## config.mk

```make
export PLATFORM = sky130hd
export DESIGN_NAME = eld_discriminator
export DESIGN_NICKNAME = d
export VERILOG_FILES = /design/src/rtl/eld_pkg.sv /design/src/rtl/eld_code_taps.sv /design/src/rtl/eld_accum.sv /design/src/rtl/eld_energy_diff.sv /design/src/rtl/eld_discriminator.sv
export SDC_FILE = /design/constraint.sdc
export NUM_CORES = 2
export LEC_CHECK = 0
export BUFFER_PORTS_ARGS = -buffer_cell sky130_fd_sc_hd__buf_4
export CELL_PAD_IN_SITES_DETAIL_PLACEMENT = 1
export CELL_PAD_IN_SITES_GLOBAL_PLACEMENT = 1
export CORE_ASPECT_RATIO = 0.7
export CORE_UTILIZATION = 52
export DETAILED_ROUTE_END_ITERATION = 10
export GPL_TIMING_DRIVEN = 0
export HOLD_SLACK_MARGIN = 0.05
export PLACE_DENSITY_LB_ADDON = 0.1
export SYNTH_ARGS = -nofsm -noshare
export SYNTH_HDL_FRONTEND = slang
export SYNTH_SLANG_ARGS = --single-unit
```

## constraint.sdc

```tcl
create_clock -name clk -period 10.9 [get_ports clk]
set_clock_uncertainty 0.2 [all_clocks]
set_input_delay 0.545 -clock clk [delete_from_list [all_inputs] [get_ports clk]]
set_output_delay 0.545 -clock clk [all_outputs]
set_load 0.01 [all_outputs]
```

## src/rtl/eld_pkg.sv

```systemverilog
// Shared constants and types for the early-late discriminator.
// Assumes quarter-chip sampling of the fastest code.
package eld_pkg;
    localparam int SAMPLES_PER_CHIP  = 4;
    localparam int HALF_CHIP_SAMPLES = SAMPLES_PER_CHIP / 2;
    localparam int NUM_BRANCHES      = 2;

    typedef enum int {
        BR_EARLY = 0,
        BR_LATE  = 1
    } branch_e;
endpackage

```

## src/rtl/eld_code_taps.sv

```systemverilog
// Code tap line: produces the early and late reference bits.
// The early tap is the incoming code bit. The late tap is the bit presented
// SPAN accepted samples earlier (one chip at quarter-chip sampling).
// Assumes the caller masks adv while clr is high.
module eld_code_taps #(
    parameter int SPAN = 2 * eld_pkg::HALF_CHIP_SAMPLES
) (
    input  logic clk,
    input  logic rst_n,
    input  logic clr,
    input  logic adv,
    input  logic code_in,
    output logic ref_early,
    output logic ref_late
);
    logic [SPAN-1:0] hist_q;

    // Shift the code history once per accepted sample; empty it on reset or clear.
    always_ff @(posedge clk) begin
        if (!rst_n || clr) begin
            hist_q <= '0;
        end else if (adv) begin
            hist_q <= {hist_q[SPAN-2:0], code_in};
        end
    end

    assign ref_early = code_in;
    assign ref_late  = hist_q[SPAN-1];
endmodule

```

## src/rtl/eld_accum.sv

```systemverilog
// One correlator branch: accumulates +/-I and +/-Q against a single reference
// bit, and dumps the final sums at the period end.
// Assumes ACC_W is wide enough for the longest period, so the sums never wrap.
module eld_accum #(
    parameter int SAMP_W = 8,
    parameter int ACC_W  = 18
) (
    input  logic                     clk,
    input  logic                     rst_n,
    input  logic                     clr,
    input  logic                     adv,
    input  logic                     fin,
    input  logic                     ref_pos,
    input  logic signed [SAMP_W-1:0] samp_i,
    input  logic signed [SAMP_W-1:0] samp_q,
    output logic signed [ACC_W-1:0]  dump_i,
    output logic signed [ACC_W-1:0]  dump_q
);
    localparam int EXT = ACC_W - SAMP_W;

    logic signed [ACC_W-1:0] ext_i, ext_q, term_i, term_q, acc_i, acc_q;

    assign ext_i  = {{EXT{samp_i[SAMP_W-1]}}, samp_i};
    assign ext_q  = {{EXT{samp_q[SAMP_W-1]}}, samp_q};
    assign term_i = ref_pos ? ext_i : -ext_i;
    assign term_q = ref_pos ? ext_q : -ext_q;

    // Running sums; restart at each period end, reset or clear.
    always_ff @(posedge clk) begin
        if (!rst_n || clr) begin
            acc_i <= '0;
            acc_q <= '0;
        end else if (adv) begin
            acc_i <= fin ? '0 : acc_i + term_i;
            acc_q <= fin ? '0 : acc_q + term_q;
        end
    end

    // Capture the completed sums, including the final sample.
    always_ff @(posedge clk) begin
        if (!rst_n) begin
            dump_i <= '0;
            dump_q <= '0;
        end else if (adv && fin) begin
            dump_i <= acc_i + term_i;
            dump_q <= acc_q + term_q;
        end
    end
endmodule

```

## src/rtl/eld_energy_diff.sv

```systemverilog
// Two-stage back end: squares the dumped sums into two energies, then forms the
// saturated early-minus-late difference with the energy-floor test.
// Assumes dump_v is a one-cycle pulse that marks new sums.
module eld_energy_diff #(
    parameter int ACC_W = 18,
    parameter int OUT_W = 16,
    localparam int EN_W = 2 * ACC_W + 1
) (
    input  logic                    clk,
    input  logic                    rst_n,
    input  logic                    dump_v,
    input  logic signed [ACC_W-1:0] e_i,
    input  logic signed [ACC_W-1:0] e_q,
    input  logic signed [ACC_W-1:0] l_i,
    input  logic signed [ACC_W-1:0] l_q,
    input  logic [EN_W-1:0]         energy_floor,
    output logic signed [OUT_W-1:0] err_out,
    output logic                    err_valid,
    output logic                    lock_lost
);
    localparam logic signed [EN_W:0] MAXV = {{(EN_W - OUT_W + 2){1'b0}}, {(OUT_W-1){1'b1}}};
    localparam logic signed [EN_W:0] MINV = ~MAXV;

    logic signed [2*ACC_W-1:0] sq_ei, sq_eq, sq_li, sq_lq;
    logic [EN_W-1:0]           en_e_d, en_l_d, en_e_q, en_l_q;
    logic                      en_v;
    logic signed [EN_W:0]      diff;
    logic signed [OUT_W-1:0]   sat;

    assign sq_ei  = e_i * e_i;
    assign sq_eq  = e_q * e_q;
    assign sq_li  = l_i * l_i;
    assign sq_lq  = l_q * l_q;
    assign en_e_d = {1'b0, sq_ei} + {1'b0, sq_eq};
    assign en_l_d = {1'b0, sq_li} + {1'b0, sq_lq};

    // Energy stage: register both branch energies.
    always_ff @(posedge clk) begin
        if (!rst_n) begin
            en_e_q <= '0;
            en_l_q <= '0;
            en_v   <= 1'b0;
        end else begin
            en_v <= dump_v;
            if (dump_v) begin
                en_e_q <= en_e_d;
                en_l_q <= en_l_d;
            end
        end
    end

    assign diff = $signed({1'b0, en_e_q}) - $signed({1'b0, en_l_q});

    // Clamp the difference to the output range.
    always_comb begin
        if (diff > MAXV)      sat = {1'b0, {(OUT_W-1){1'b1}}};
        else if (diff < MINV) sat = {1'b1, {(OUT_W-1){1'b0}}};
        else                  sat = diff[OUT_W-1:0];
    end

    // Output stage: publish the error or the lock-loss result, held until the next strobe.
    always_ff @(posedge clk) begin
        if (!rst_n) begin
            err_out   <= '0;
            lock_lost <= 1'b0;
            err_valid <= 1'b0;
        end else begin
            err_valid <= en_v;
            if (en_v) begin
                if (en_e_q < energy_floor && en_l_q < energy_floor) begin
                    err_out   <= '0;
                    lock_lost <= 1'b1;
                end else begin
                    err_out   <= sat;
                    lock_lost <= 1'b0;
                end
            end
        end
    end
endmodule

```

## src/rtl/eld_discriminator.sv

```systemverilog
// Top level of the early-late timing discriminator. Counts accepted samples per
// integration period, drives the two correlator branches from the code taps,
// and passes the dumped sums to the energy/difference back end.
// Assumes code_in carries the fast code at the early timing, paired with each sample.
module eld_discriminator #(
    parameter int SAMP_W = 8,
    parameter int INT_W  = 10,
    parameter int OUT_W  = 16,
    localparam int ACC_W = SAMP_W + INT_W,
    localparam int EN_W  = 2 * ACC_W + 1
) (
    input  logic                     clk,
    input  logic                     rst_n,
    input  logic                     samp_valid,
    input  logic signed [SAMP_W-1:0] samp_i,
    input  logic signed [SAMP_W-1:0] samp_q,
    input  logic                     code_in,
    input  logic [INT_W-1:0]         int_len,
    input  logic [EN_W-1:0]          energy_floor,
    input  logic                     chan_clear,
    output logic signed [OUT_W-1:0]  err_out,
    output logic                     err_valid,
    output logic                     lock_lost
);
    import eld_pkg::*;

    logic [INT_W-1:0] cnt_q, len_q, eff_len;
    logic             adv, last, fin, dump_v;
    logic [NUM_BRANCHES-1:0] ref_pos;
    logic signed [ACC_W-1:0] dump_i [NUM_BRANCHES];
    logic signed [ACC_W-1:0] dump_q [NUM_BRANCHES];

    assign adv     = samp_valid & ~chan_clear;
    assign eff_len = (len_q == '0) ? INT_W'(1) : len_q;
    assign last    = (cnt_q == eff_len - INT_W'(1));
    assign fin     = adv & last;

    // Sample counter and length capture at each period boundary.
    always_ff @(posedge clk) begin
        if (!rst_n || chan_clear) begin
            cnt_q <= '0;
            len_q <= int_len;
        end else if (adv) begin
            if (last) begin
                cnt_q <= '0;
                len_q <= int_len;
            end else begin
                cnt_q <= cnt_q + INT_W'(1);
            end
        end
    end

    // Mark the cycle in which dumped sums are fresh.
    always_ff @(posedge clk) begin
        if (!rst_n) dump_v <= 1'b0;
        else        dump_v <= fin;
    end

    eld_code_taps #(.SPAN(2 * HALF_CHIP_SAMPLES)) u_taps (
        .clk       (clk),
        .rst_n     (rst_n),
        .clr       (chan_clear),
        .adv       (adv),
        .code_in   (code_in),
        .ref_early (ref_pos[BR_EARLY]),
        .ref_late  (ref_pos[BR_LATE])
    );

    for (genvar b = 0; b < NUM_BRANCHES; b++) begin : g_branch
        eld_accum #(.SAMP_W(SAMP_W), .ACC_W(ACC_W)) u_acc (
            .clk     (clk),
            .rst_n   (rst_n),
            .clr     (chan_clear),
            .adv     (adv),
            .fin     (fin),
            .ref_pos (ref_pos[b]),
            .samp_i  (samp_i),
            .samp_q  (samp_q),
            .dump_i  (dump_i[b]),
            .dump_q  (dump_q[b])
        );
    end

    eld_energy_diff #(.ACC_W(ACC_W), .OUT_W(OUT_W)) u_diff (
        .clk          (clk),
        .rst_n        (rst_n),
        .dump_v       (dump_v),
        .e_i          (dump_i[BR_EARLY]),
        .e_q          (dump_q[BR_EARLY]),
        .l_i          (dump_i[BR_LATE]),
        .l_q          (dump_q[BR_LATE]),
        .energy_floor (energy_floor),
        .err_out      (err_out),
        .err_valid    (err_valid),
        .lock_lost    (lock_lost)
    );
endmodule

```

# Word level (Yosys, flattened, before mapping)
# Cells that the tools add are included.
[classes] addsub=15 mul=4 n_lt_le_gt_ge=4 n_eq_ne=1 muxes=17 bitwise=3 n_reduce_logical=8
[op_table] cell="adder 18 bit" count=8
[op_table] cell="multiplier 18 x 18 -> 36 bit" count=4
[op_table] cell="2-to-1 mux 18 bit" count=8
[op_table] cell="adder 36 x 36 -> 37 bit" count=2
[op_table] cell="less-than comparator 37 bit" count=2
[op_table] cell="2-to-1 mux 10 bit" count=5
[op_table] cell="2-to-1 mux 16 bit" count=3
[op_table] cell="> comparator 38 x 16 -> 1 bit (second input constant)" count=1
[op_table] cell="less-than comparator 38 x 16 -> 1 bit (second input constant)" count=1
[op_table] cell="subtractor 37 x 37 -> 38 bit" count=1
[op_table] cell="negation 8 -> 18 bit" count=2
[op_table] cell="adder 10 x 1 -> 10 bit (second input constant)" count=1
[op_table] cell="equality test 10 bit" count=1
[op_table] cell="logical NOT 10 bit" count=1
[op_table] cell="subtractor 10 x 1 -> 10 bit (second input constant)" count=1
[op_table] cell="nonzero test 2 bit" count=2
[op_table] cell="AND 1 bit" count=2
[op_table] cell="logical AND 1 bit" count=2
[op_table] cell="AND reduction 2 bit" count=1
[op_table] cell="logical NOT 1 bit" count=1
[op_table] cell="logical OR 1 bit" count=1
[op_table] cell="2-to-1 mux 1 bit" count=1
[op_table] cell="inverter 1 bit" count=1
[word_totals] ff_bits=262 output_inout_bits=18

# Longest topological paths before layout
[depth] depth_word=7 depth_mapped=37 ltp_nobuf=35

# Hierarchy
# A second synthesis with hierarchy kept.
[unflattened] cells_unflattened=7486 hier_area_um2=65067.4
[modules_own_cells] mod="eld_energy_diff" n_inst=1 cells_each=6216 area_per_inst_um2=54408.4 seq_area_each_um2=1861.8
[modules_own_cells] mod="eld_accum" n_inst=2 cells_each=566 area_per_inst_um2=4649.5 seq_area_each_um2=1441.4
[modules_own_cells] mod="eld_discriminator" n_inst=1 cells_each=123 area_per_inst_um2=1206.2 seq_area_each_um2=520.5
[modules_own_cells] mod="eld_code_taps" n_inst=1 cells_each=15 area_per_inst_um2=153.9 seq_area_each_um2=80.1

# Least setup slack after synthesis
# OpenSTA, ideal clock, no wires.
[synth_timing] path_type="register to register" start="reg g_branch[0].u_acc.dump_q[3]" end="reg u_diff.en_e_q[30]" setup_ns=0.122 t_arrival_ns=8.080 required_time_ns=10.578 path_slack_ns=2.499 stages_incl_launch_ff=33 path_buffers=2 path_cell_list="dfxtp_1 clkbuf_1 clkbuf_1 nand2_1 fa_1 fa_1 fa_1 fa_1 inv_1 fa_1 inv_1 fa_1 inv_1 ha_1 a21o_1 a21oi_1 o21ba_2 o311ai_0 a31oi_1 o21bai_1 a21oi_1 xnor2_1 ha_1 nand4_1 nor2_1 a211o_1 a21o_1 a221o_1 a2111o_1 a31o_1 a31oi_1 nor4b_1 a221o_1"
[synth_between] elab_chain_len=2
[synth_lines] element="from (decl)" line_no="eld_accum.sv:17" text="output logic signed [ACC_W-1:0] dump_q"
[synth_lines] element="from (signal assigned)" line_no="eld_accum.sv:46" text="dump_q <= acc_q + term_q;"
[synth_lines] element="multiplier 18 x 18 -> 36 bit" line_no="eld_energy_diff.sv:31" text="assign sq_eq = e_q * e_q;"
[synth_lines] element="adder 36 x 36 -> 37 bit" line_no="eld_energy_diff.sv:34" text="assign en_e_d = {1'b0, sq_ei} + {1'b0, sq_eq};"
[synth_lines] element="to (signal assigned)" line_no="eld_energy_diff.sv:46" text="en_e_q <= en_e_d;"
[synth_lines] element="to (decl)" line_no="eld_energy_diff.sv:25" text="logic [EN_W-1:0] en_e_d, en_l_d, en_e_q, en_l_q;"
# No other way between the ends.
# A chain may end at the register's enable or synchronous reset.

# Final worst setup path
[layout_timing] start="reg g_branch[1].u_acc.dump_q[11]" end="reg u_diff.en_l_q[35]"
[layout_between] elab_chain_len=2
[layout_lines] element="from (decl)" line_no="eld_accum.sv:17"
[layout_lines] element="from (signal assigned)" line_no="eld_accum.sv:46"
[layout_lines] element="multiplier 18 x 18 -> 36 bit" line_no="eld_energy_diff.sv:33" text="assign sq_lq = l_q * l_q;"
[layout_lines] element="adder 36 x 36 -> 37 bit" line_no="eld_energy_diff.sv:35" text="assign en_l_d = {1'b0, sq_li} + {1'b0, sq_lq};"
[layout_lines] element="to (signal assigned)" line_no="eld_energy_diff.sv:47" text="en_l_q <= en_l_d;"
[layout_lines] element="to (decl)" line_no="eld_energy_diff.sv:25"
# No other way between the ends.

==> flow_summary.toml <==
[routing]
wl_per_cell_um = 24.15
drtIter0Drc = 3966
drt-pass1-iter-count = 7
antenna_left = 0
drc = 0
dr_total_vias = 51999
detail_route.wirelength_um = 220100
via_per_inst = 5.704

[global_route]
grt_pass1_vias = 56510
antenna_found_initial = 26
grt_overflow = 0
grt_pass1_wl_um = 339400
grt_usage_pct = 36.41
grt_start_max_net_pins = 19

[sta]
period_needed_ps = 10460
max_freq_mhz = 95.57
hold_viol = 0
hold_ws_ps = 202.9
worst_slew_pin_slew_ps = 1282
setup_tns_ps = 0
slew_viol_final = 0
period_share_pct = 95.99
max_slew_margin_pct = 14.50
setup_viol = 0

[worst_setup_path]
critPathLaunchType = "register"
regToRegEndpoint = "u_diff.en_l_q[35]"
crit_required_ps = 11280
r2r_slack_ps = 440
worstPathArrival_ps = 10840
crit_type = "register to register"
cp_slowest_stage_delay_ps = 830
critPathMaxFanout = 10
cp_common_cell = "fa_1"
worst_path_max_delay_cell = "a211oi_1"
startpoint = "g_branch[1].u_acc.dump_q[11]"
critPathCaptureType = "register"
worstRegToRegCells = 30
r2r-start = "g_branch[1].u_acc.dump_q[11]"

[clock_tree]
root_buffer = "clkbuf_16"
clk_path_buf_depth = 3
h-tree-depth = 1
clk_pin_slew_ps = 80
clock_latency_ps = 660
cts_buffers = 29
cts_tree = "done"
cts.sinks = 262
post_cts_buffers = 0

[logic_synthesis]
yosysTopAreaCellShare_pct = 37.63
synth_area_leader_cell = "fa_1"
synthesis.area_um2 = 63680
yosys.cell_count.top_type = "inv_1"
synthCells = 7329
synth_commonest_cells = "inv_1 (1777), fa_1 (1197), nand2_1 (736), ha_1 (673), nor2_1 (413)"
synth_warnings = 0
avgSynthCellArea_um2 = 8.689
ys_ff_latch = 262
ys_seq_area_share_pct = 8.394
async_reset_ff_share_pct = 0
synth_edf_count = 10
yosysUniqueCellTypes = 88
synth-main-ff-cell = "dfxtp_1"
ys_top_cells_by_area = "fa_1 (38%), ha_1 (13%), inv_1 (10%)"
syn_nets = 9267

[floorplan]
start_util_pct = 52.38
die_w_um = 420.3
die_y_um = 294.8
die-area_um2 = 123900
rows = 107
ios = 86
core_area_um2 = 121600

[min_path]
hp-class = "input pin to register"
min-delay-start = "samp_valid"
hold_end = "u_taps.hist_q[1]"
min_delay_path_depth = 3

[placed_design]
gp_congestion = 0.9733
placed_cell_area_um2 = 66350
place_hpwl_um = 189700
io_buffers = 83

[final_layout]
nNetsFinal = 9391
final_area_um2 = 67470
drive_above_1_share_pct = 2.622
areaGrowthSynthToFinish_pct = 5.954
final_util_pct = 55.50

[flow_run]
max-cap-violations = 0

[run_status]
run_status = "finished, final reports clean"

[power_and_ir_drop]
p_leak_nw = 35.16
p_per_area_nw_per_um2 = 35.16
vdd_drop_max_mv = 0.1233
==> cell families after synthesis <==
family	count (synthesis)	share of synthesized area (%)
buf+inv	2007	11.84
flops	262	8.394
xor+xnor	336	4.621
fa+ha+maj	1870	50.85
mux	68	1.087
compound gates	1012	10.43
simple gates	1774	12.77
==> sequential cells by signal (all words and copies together) (netlist names) <==
register and count:
g_branch.u_acc.acc_i 36, g_branch.u_acc.dump_q 36, u_diff.lock_lost 1, len_q 10, dump_v 1, g_branch.u_acc.acc_q 36, g_branch.u_acc.dump_i 36, u_diff.en_e_q 37
u_diff.err_valid 1, u_diff.en_v 1, u_diff.en_l_q 37, cnt_q 10, u_diff.err_out 16, u_taps.hist_q 4
==> area by class of cell <==
cell class | instances | area (um^2)
multi-input cells | 5060 | 50810
clock buffers | 36 | 782.0
inverters | 1779 | 6678
well taps | 1635 | 2046
plain buffers | 227 | 872.1
clock inverters | 16 | 190.2
diodes | 8 | 20.02
fillers | 14682 | 54090
flip-flops and latches | 262 | 5345
repair buffers | 94 | 730.7
==> power breakdown <==
group / total (mW) / switching (mW) / leakage, nW / internal (mW)
clock: 1.09 / 0.506 / 0.477 / 0.585
sequential: 0.981 / 0.00787 / 2.13 / 0.973
combinational: 0.299 / 0.195 / 32.5 / 0.104
total: 2.37 / 0.709 / 35.2 / 1.66
==> cells in the final DEF (no fill, tap or decap), types with 11 or more instances in the layout <==
cell type,instances
inv_1,1777
fa_1,1197
nand2_1,736
ha_1,673
nor2_1,413
a21oi_1,321
dfxtp_1,252
xnor2_1,230
clkbuf_1,207
and2_1,187
o21ai_0,168
a21o_1,132
xor2_1,104
nand3_1,92
buf_4,84
nor3_1,68
mux2i_1,59
nor2b_1,53
nand2b_1,50
o21a_1,45
nand4_1,40
or3_1,39
o21bai_1,37
a211oi_1,37
a22oi_1,33
clkbuf_16,29
and3_1,28
o211ai_1,24
a31oi_1,24
nand3b_1,18
buf_1,17
o311ai_0,16
a31o_2,16
a211o_1,13
o311ai_1,12
o31ai_1,12
nor4_1,11
==> critical path: cells and delay by family, from the launching register on <==
family / cells / cell delay [ps]
buf+inv: 6 / 1650
flops: 1 / 460
compound gates: 9 / 2950
simple gates: 7 / 1200
fa+ha+maj: 8 / 3910
==> layer usage <==
| metal | track usage, % | vias up | wire length, um |
|---|---|---|---|
| met3 | 10.17 | 324 | 23610 |
| li1 | - | 22956 | - |
| met2 | 53.94 | 1874 | 93170 |
| met1 | 52.81 | 26827 | 98050 |
| met5 | 0 | - | 112 |
| met4 | 7.805 | 18 | 5188 |
==> how the worst max path moves through the flow <==
stage,endpoint,cells past startpoint
final,u_diff.en_l_q[35],30
after global routing,u_diff.en_e_q[30],33
after CTS,u_diff.en_e_q[30],32
after detailed placement,u_diff.en_e_q[30],32
after global placement,u_diff.en_e_q[30],30
after floorplan,u_diff.en_e_q[30],32
==> stage by stage <==
step | std cells | setup slack (ps) | power, mW
final | 9117 | 436.7 | 2.372
after global placement | 9047 | 147.4 | 1.278
after global routing | 9113 | -19.71 | 2.437
after CTS | 9109 | 4.643 | 2.368
after floorplan | 7329 | 2499 | 1.177
after detailed placement | 9047 | 44.55 | 1.289
==> what timing repair did <==
item                       in CTS  in global routing
hold endpoints to repair       10                  0
gates resized for setup         0                 13
setup endpoints to repair       0                  7
hold buffers                   10                  0
Note: power is estimated with default switching activity, not from simulation.
